===== config.mk =====
export PLATFORM = sky130hd
export DESIGN_NAME = seg_addr_gen
export DESIGN_NICKNAME = d
export VERILOG_FILES = /design/src/rtl/seg_addr_pkg.sv /design/src/rtl/seg_regfile.sv /design/src/rtl/seg_select.sv /design/src/rtl/seg_addr_adder.sv /design/src/rtl/seg_addr_gen.sv
export SDC_FILE = /design/constraint.sdc
export NUM_CORES = 1
export LEC_CHECK = 0
export BUFFER_PORTS_ARGS = -buffer_cell sky130_fd_sc_hd__buf_2
export CAP_MARGIN = 0
export CORE_ASPECT_RATIO = 1.5
export CORE_MARGIN = 8
export CORE_UTILIZATION = 45
export CTS_CLUSTER_SIZE = 24
export DETAILED_ROUTE_END_ITERATION = 6
export PLACE_DENSITY_LB_ADDON = 0.25
export REMOVE_ABC_BUFFERS = 1
export SYNTH_ARGS = -nofsm -noshare
export SYNTH_HDL_FRONTEND = slang
export SYNTH_SLANG_ARGS = --single-unit

===== constraint.sdc =====
create_clock -name clk -period 5.4 [get_ports clk]
set_input_delay 1.08 -clock clk [delete_from_list [all_inputs] [get_ports clk]]
set_output_delay 1.08 -clock clk [all_outputs]
set_load 0.01 [all_outputs]

===== src/rtl/seg_addr_pkg.sv =====
// Package: shared types and helpers for the segmented address generator.
// Assumes four segment registers with the index encoding listed below.
package seg_addr_pkg;

    localparam int NUM_SEGS = 4;

    typedef enum logic [1:0] {
        SEG_CODE  = 2'd0,
        SEG_STACK = 2'd1,
        SEG_DATA  = 2'd2,
        SEG_EXTRA = 2'd3
    } seg_id_t;

    typedef enum logic [1:0] {
        ACC_FETCH  = 2'd0,
        ACC_STACK  = 2'd1,
        ACC_DATA   = 2'd2,
        ACC_STRDST = 2'd3
    } acc_kind_t;

    // Map an access kind to the register it uses when nothing overrides it.
    function automatic seg_id_t implicit_seg(acc_kind_t kind);
        case (kind)
            ACC_FETCH:  return SEG_CODE;
            ACC_STACK:  return SEG_STACK;
            ACC_DATA:   return SEG_DATA;
            default:    return SEG_EXTRA;
        endcase
    endfunction

endpackage


===== src/rtl/seg_regfile.sv =====
// Module: seg_regfile
// Holds the segment registers. One register can be written per cycle.
// Assumes the register read in a cycle is the value stored before that cycle's write.
// Reset gives the code register CODE_RST and every other register zero.
module seg_regfile
    import seg_addr_pkg::*;
#(
    parameter int SEG_W    = 16,
    parameter int NSEG     = NUM_SEGS,
    parameter logic [SEG_W-1:0] CODE_RST = '1,
    localparam int SEL_W   = $clog2(NSEG)
) (
    input  logic                       clk,
    input  logic                       rst_n,
    input  logic                       wr_en,
    input  logic [SEL_W-1:0]           wr_sel,
    input  logic [SEG_W-1:0]           wr_data,
    output logic [NSEG-1:0][SEG_W-1:0] seg_q
);

    for (genvar g = 0; g < NSEG; g++) begin : g_seg
        localparam logic [SEG_W-1:0] RST_VAL =
            (g == int'(SEG_CODE)) ? CODE_RST : '0;

        // Load this register when the write port names it.
        always_ff @(posedge clk) begin
            if (!rst_n) begin
                seg_q[g] <= RST_VAL;
            end else if (wr_en && (wr_sel == SEL_W'(g))) begin
                seg_q[g] <= wr_data;
            end
        end
    end

endmodule


===== src/rtl/seg_select.sv =====
// Module: seg_select
// Chooses the segment value for a request.
// Priority, highest first: far pointer segment, then explicit override, then
// the implicit register given by the access kind. Purely combinational.
module seg_select
    import seg_addr_pkg::*;
#(
    parameter int SEG_W  = 16,
    parameter int NSEG   = NUM_SEGS,
    localparam int SEL_W = $clog2(NSEG)
) (
    input  logic [1:0]                 kind,
    input  logic                       ovr_valid,
    input  logic [SEL_W-1:0]           ovr_sel,
    input  logic                       far_valid,
    input  logic [SEG_W-1:0]           far_seg,
    input  logic [NSEG-1:0][SEG_W-1:0] seg_q,
    output logic [SEG_W-1:0]           seg_out
);

    logic [SEL_W-1:0] idx;

    // Pick the register index: the override wins over the implicit choice.
    always_comb begin
        if (ovr_valid) begin
            idx = ovr_sel;
        end else begin
            idx = SEL_W'(implicit_seg(acc_kind_t'(kind)));
        end
    end

    // A far pointer bypasses the register file.
    always_comb begin
        seg_out = far_valid ? far_seg : seg_q[idx];
    end

endmodule


===== src/rtl/seg_addr_adder.sv =====
// Module: seg_addr_adder
// Shifts the segment left by SHIFT bits and adds the zero-extended offset.
// Assumes ADDR_W = SEG_W + SHIFT; carry out of the top bit is dropped.
module seg_addr_adder #(
    parameter int SEG_W  = 16,
    parameter int OFS_W  = 16,
    parameter int SHIFT  = 4,
    localparam int ADDR_W = SEG_W + SHIFT
) (
    input  logic [SEG_W-1:0]  seg,
    input  logic [OFS_W-1:0]  ofs,
    output logic [ADDR_W-1:0] addr
);

    logic [ADDR_W-1:0] base;

    // Form the segment base and the wrapped sum.
    always_comb begin
        base = {seg, {SHIFT{1'b0}}};
        addr = base + ADDR_W'(ofs);
    end

endmodule


===== src/rtl/seg_addr_gen.sv =====
// Module: seg_addr_gen (top)
// Builds a physical address from a segment and an offset and returns it
// registered, one cycle after the request.
// Assumes the caller keeps far_valid and ovr_valid low when they do not apply.
// A segment load in the same cycle as a request affects only later requests.
module seg_addr_gen
    import seg_addr_pkg::*;
#(
    parameter int SEG_W  = 16,
    parameter int OFS_W  = 16,
    parameter int SHIFT  = 4,
    parameter logic [SEG_W-1:0] CODE_RST = 16'hFFFF,
    localparam int NSEG   = NUM_SEGS,
    localparam int SEL_W  = $clog2(NSEG),
    localparam int ADDR_W = SEG_W + SHIFT
) (
    input  logic              clk,
    input  logic              rst_n,
    input  logic              req_valid,
    input  logic [1:0]        req_kind,
    input  logic [OFS_W-1:0]  req_offset,
    input  logic              ovr_valid,
    input  logic [SEL_W-1:0]  ovr_sel,
    input  logic              far_valid,
    input  logic [SEG_W-1:0]  far_seg,
    input  logic              seg_wr_en,
    input  logic [SEL_W-1:0]  seg_wr_sel,
    input  logic [SEG_W-1:0]  seg_wr_data,
    output logic              out_valid,
    output logic [ADDR_W-1:0] out_addr
);

    logic [NSEG-1:0][SEG_W-1:0] seg_q;
    logic [SEG_W-1:0]           seg_pick;
    logic [ADDR_W-1:0]          addr_next;

    seg_regfile #(
        .SEG_W    (SEG_W),
        .NSEG     (NSEG),
        .CODE_RST (CODE_RST)
    ) u_regs (
        .clk     (clk),
        .rst_n   (rst_n),
        .wr_en   (seg_wr_en),
        .wr_sel  (seg_wr_sel),
        .wr_data (seg_wr_data),
        .seg_q   (seg_q)
    );

    seg_select #(
        .SEG_W (SEG_W),
        .NSEG  (NSEG)
    ) u_sel (
        .kind      (req_kind),
        .ovr_valid (ovr_valid),
        .ovr_sel   (ovr_sel),
        .far_valid (far_valid),
        .far_seg   (far_seg),
        .seg_q     (seg_q),
        .seg_out   (seg_pick)
    );

    seg_addr_adder #(
        .SEG_W (SEG_W),
        .OFS_W (OFS_W),
        .SHIFT (SHIFT)
    ) u_add (
        .seg  (seg_pick),
        .ofs  (req_offset),
        .addr (addr_next)
    );

    // Register the valid flag for every cycle.
    always_ff @(posedge clk) begin
        if (!rst_n) begin
            out_valid <= 1'b0;
        end else begin
            out_valid <= req_valid;
        end
    end

    // Capture a new address only when a request is present; otherwise hold it.
    always_ff @(posedge clk) begin
        if (!rst_n) begin
            out_addr <= '0;
        end else if (req_valid) begin
            out_addr <= addr_next;
        end
    end

endmodule


==> summary by stage <==
Layout
The count of antenna diodes in the layout is 0. The final standard cell count with taps included and fillers excluded is 665. The layout net count is 622. In the layout the commonest cells are 139 x sky130_fd_sc_hd__nand2_1, 85 x sky130_fd_sc_hd__dfxtp_1, 80 x sky130_fd_sc_hd__buf_2, 59 x sky130_fd_sc_hd__a21oi_1, 23 x sky130_fd_sc_hd__nand3_1. The share of post-route cells with drive strength above 1 is 0.239. Relative to the synthesized area, the layout overhead comes to 19.3%.

The most common cell after layout, fill and taps aside is sky130_fd_sc_hd__nand2_1.

Power and ir drop
The share of total power dissipated in the clock network is 0.412. Across the VDD grid, the largest voltage drop is 178 uV. The share of total power dissipated in sequential elements is 0.410.

The cell internal power dissipation is 1.23 mW. The power share of the combinational group is 0.178. Dividing total power by cell area gives a power density of 335 nW/um^2.

Of the total power, the share spent switching nets is 0.260. The switching power total is 0.430 mW. The leakage power is ~2.1 nW. The total power draw is approximately 1.7 mW.

Global route
The initial antenna violation count is 0. The global router's overall resource usage is 0.177. The first-pass GRT wire length is roughly 18000 um. For this run the aggregate overflow at the end of global routing stands at 0. The via count of the first global-routing pass was roughly 3600. Entering global routing, the biggest net connects 65 pins.

Outcome
The run finished with clean final reports.

Yosys
The total of warnings raised by yosys is 0. Sorting the synthesized cells by area gives the leading types as sky130_fd_sc_hd__dfxtp_1 41%, sky130_fd_sc_hd__nand2_1 13%, sky130_fd_sc_hd__a21oi_1 7.1%, sky130_fd_sc_hd__mux4_2 6.5%, sky130_fd_sc_hd__ha_1 3.9%. The post-synth design cell area is 4150 um^2.

The number of distinct library cell variants in the gate-level netlist after synthesis is 44. Counting every instance in the synthesized netlist gives 481. The top-area cell type share of the netlist area is 0.410. In this run, synthesis produced a sequential element count of 85. For this run, the register share of the synthesized area comes to 0.410. Counting flops with a built-in enable in the synthesized netlist gives 0. The biggest area contributor in the post-synthesis netlist is sky130_fd_sc_hd__dfxtp_1. The most used flip-flop cell after synthesis is sky130_fd_sc_hd__dfxtp_1. The mean post-synth cell area is between 8 and 9 um^2. Counting flops with an async set or reset pin after synthesis yields a share of 0.

Floorplanning
The area inside the core boundary is slightly above 9000 um^2. The number of top-level design ports is 81. The die covers roughly 13000 um^2.

Row generation in the floorplan step produced 43 rows. Measured along the x axis, the die boundary spans 94.4 um. For this configuration, the core starts out at a cell density of 0.456. The height of the chip is 134 um.

Clock network
TritonCTS built the clock tree. Buffers inserted during clock tree synthesis total 9. The quantity of gates resized following cts is 0. CTS saw 85 sinks.

For this design, the CTS-stage hold fixing added 0 buffers. The clock reaches the later pin of the worst-skew pair after 0.33 ns. The H-tree was split into 3 levels.

In this run the deepest clock path goes through 2 buffers. After clock tree synthesis, the clock-pin slew on the worst setup and hold paths is roughly 0.06 ns. The number of setup buffers added after CTS is 0. The buffer type at the clock tree root is sky130_fd_sc_hd__clkbuf_16.

Place
Summed over all nets, the half-perimeter wirelength after detailed placement is 7940 um. Including well taps, the total number of placed cells is 649. At the end of routability-driven placement, the weighted congestion stood at about 0.84. The number of buffers added on ports is 80.

STA
The number of endpoints with negative hold slack in the final report is 0. Final hold analysis gives a worst-case slack of 0.453 ns. Adding up every negative setup slack in the final design gives 0 ns. The worst-case headroom to the max-slew limit is 0.246. The share of the clock period used by the worst path is 0.801. The final critical path time including I/O delays and setup is ~4.3 ns. The slew at the pin with the worst max-slew slack is 1.13 ns. Derived from the worst setup path, the maximum achievable clock frequency is between 200 and 250 MHz. The final number of max-transition violations is 0. The total of endpoints with negative setup slack in the final report is 0. The setup skew after layout is 0.00514 ns.

Setup repair after global routing left no endpoint under its margin.

Setup path
Among cell families on the critical path, the largest total delay comes from multiplexers. The setup path with the least slack is of type in2reg. The most common cell type on the critical path is sky130_fd_sc_hd__a21oi_1. The stage delay of the slowest cell on the critical path is roughly 0.57 ns. The critical path capture point type is a flip-flop. The signal on the critical path passes through buf_2 > mux2i_4 > mux4_2 > mux2_2 > ha_1 > fa_1 > a21oi_1 > o21ai_0 > a211oi_1 > a21oi_1 > a21o_1 > a311oi_2. The startpoint of the most critical register-to-register path is u_regs.seg_q[48]$_SDFFE_PN0P_.

Counting cells, the worst reg-to-reg path comes to 10. The endpoint required time on the critical path is 5.64 ns. The data arrival time of the worst path is 4.56 ns. Along the worst path, the maximum fanout reaches 8. The highest-delay cell along the critical path is sky130_fd_sc_hd__mux4_2. The worst setup path is launched from a primary input. The worst register-to-register path ends at out_addr[18]$_SDFFE_PN0P_. In this run the register-to-register setup slack is 2.26 ns. Counting both buffers and inverters, the worst setup path holds a total of 1.

Min path
The startpoint identified for the worst hold timing path is u_regs.seg_q[60]$_SDFFE_PN0P_. The sink of the worst hold path is u_regs.seg_q[60]$_SDFFE_PN0P_. The number of stages on the worst hold path is 2. The worst min-delay path category is reg2reg.

Run
The reported max-cap violation count is 0.

Route
The ratio of routed vias to standard cells is around 5.5. The detailed-route via count is 3639. The length of the first detailed-routing pass in iterations is 4. The final wirelength is around 11000 um. The count of nets left with antenna violations once routing finished came out at 0. The detailed-route DRC error count is 0. Dividing the detail-routed wire length by the instance count gives about 17 um. The iteration-0 DRC count of the detailed router is 216.
[flip-flops by register name (all words and copies together), names as in the netlist]
name	cells
out_addr	20
out_valid	1
u_regs.seg_q	64
[logic make-up (layout without fill, tap and decap cells)]
group,count (synthesis),after routing,synth area share
adders and majority gates,14,14,0.0440
xor gates and xnor gates,8,8,0.0169
muxes,45,45,0.164
and+or+nand+nor,204,204,0.206
AOI/OAI and AO/OA,91,91,0.128
buffers and inverters,34,106,0.0311
DFF,85,85,0.410
[worst reg2reg max path, stage by stage, from the launching register on]
cell and delay (ns):
sky130_fd_sc_hd__dfxtp_1 0.32, sky130_fd_sc_hd__mux4_2 0.45, sky130_fd_sc_hd__mux2_2 0.28, sky130_fd_sc_hd__ha_1 0.22, sky130_fd_sc_hd__fa_1 0.42, sky130_fd_sc_hd__a21oi_1 0.24, sky130_fd_sc_hd__o21ai_0 0.20, sky130_fd_sc_hd__a211oi_1 0.32
sky130_fd_sc_hd__a21oi_1 0.17, sky130_fd_sc_hd__a21o_1 0.20, sky130_fd_sc_hd__a311oi_2 0.22
[through the flow]
step | setup slack, ns | util | area (um^2)
floorplan | 1.17 | - | 4040
global placement | 0.829 | 0.507 | 4610
detailed placement | 0.733 | 0.507 | 4610
CTS | 1.08 | 0.544 | 4950
global route | 0.835 | 0.544 | 4950
finish | 1.08 | 0.544 | 4950
[power groups by stage]
stage	clock network (mW)	logic, mW	registers (mW)
after floorplan	0	0.183	0.698
after global placement	0	0.287	0.691
after detailed placement	0	0.295	0.693
after CTS	0.690	0.297	0.679
after global routing	0.721	0.324	0.682
final	0.682	0.295	0.679
[how the worst max path moves through the flow]
stage,end,from,slack [ns],cells after the start
after floorplan,out_addr[18]$_SDFFE_PN0P_,ovr_valid,1.17,11
after global placement,out_addr[18]$_SDFFE_PN0P_,ovr_valid,0.83,12
after detailed placement,out_addr[18]$_SDFFE_PN0P_,ovr_valid,0.73,12
after CTS,out_addr[18]$_SDFFE_PN0P_,ovr_valid,1.08,12
after global routing,out_addr[18]$_SDFFE_PN0P_,ovr_valid,0.83,12
final,out_addr[18]$_SDFFE_PN0P_,ovr_valid,1.08,12
[synth_stat cells (all sizes together), types with 4 or more instances]
library cell and number:
inv 6, nor2 22, mux4 15, and3 4
xnor2 7, a211oi 5, ha 13, nand2 139
buf 9, mux2 12, clkbuf 19, o21ai 9
o211ai 4, dfxtp 85, a21oi 59, nand3 23
a21o 4, mux2i 18
[final cells by class]
type                            count  area (um^2)
Clock buffer                       11          253
Clock inverter                      5         82.6
Fill cell                         865         4150
Inverter                            6         22.5
Multi-Input combinational cell    362         2320
Sequential cell                    85         1700
Tap cell                          112          140
Timing Repair Buffer               84          430
[routing by layer]
layer  GRT usage  share of wire  vias up
li1            -              -     1808
met1       0.189           0.39     1737
met2       0.315           0.54       79
met3      0.0417          0.050       15
met4      0.0815          0.020        0
met5           0              0        -
Power figures use the tool's default switching activity.
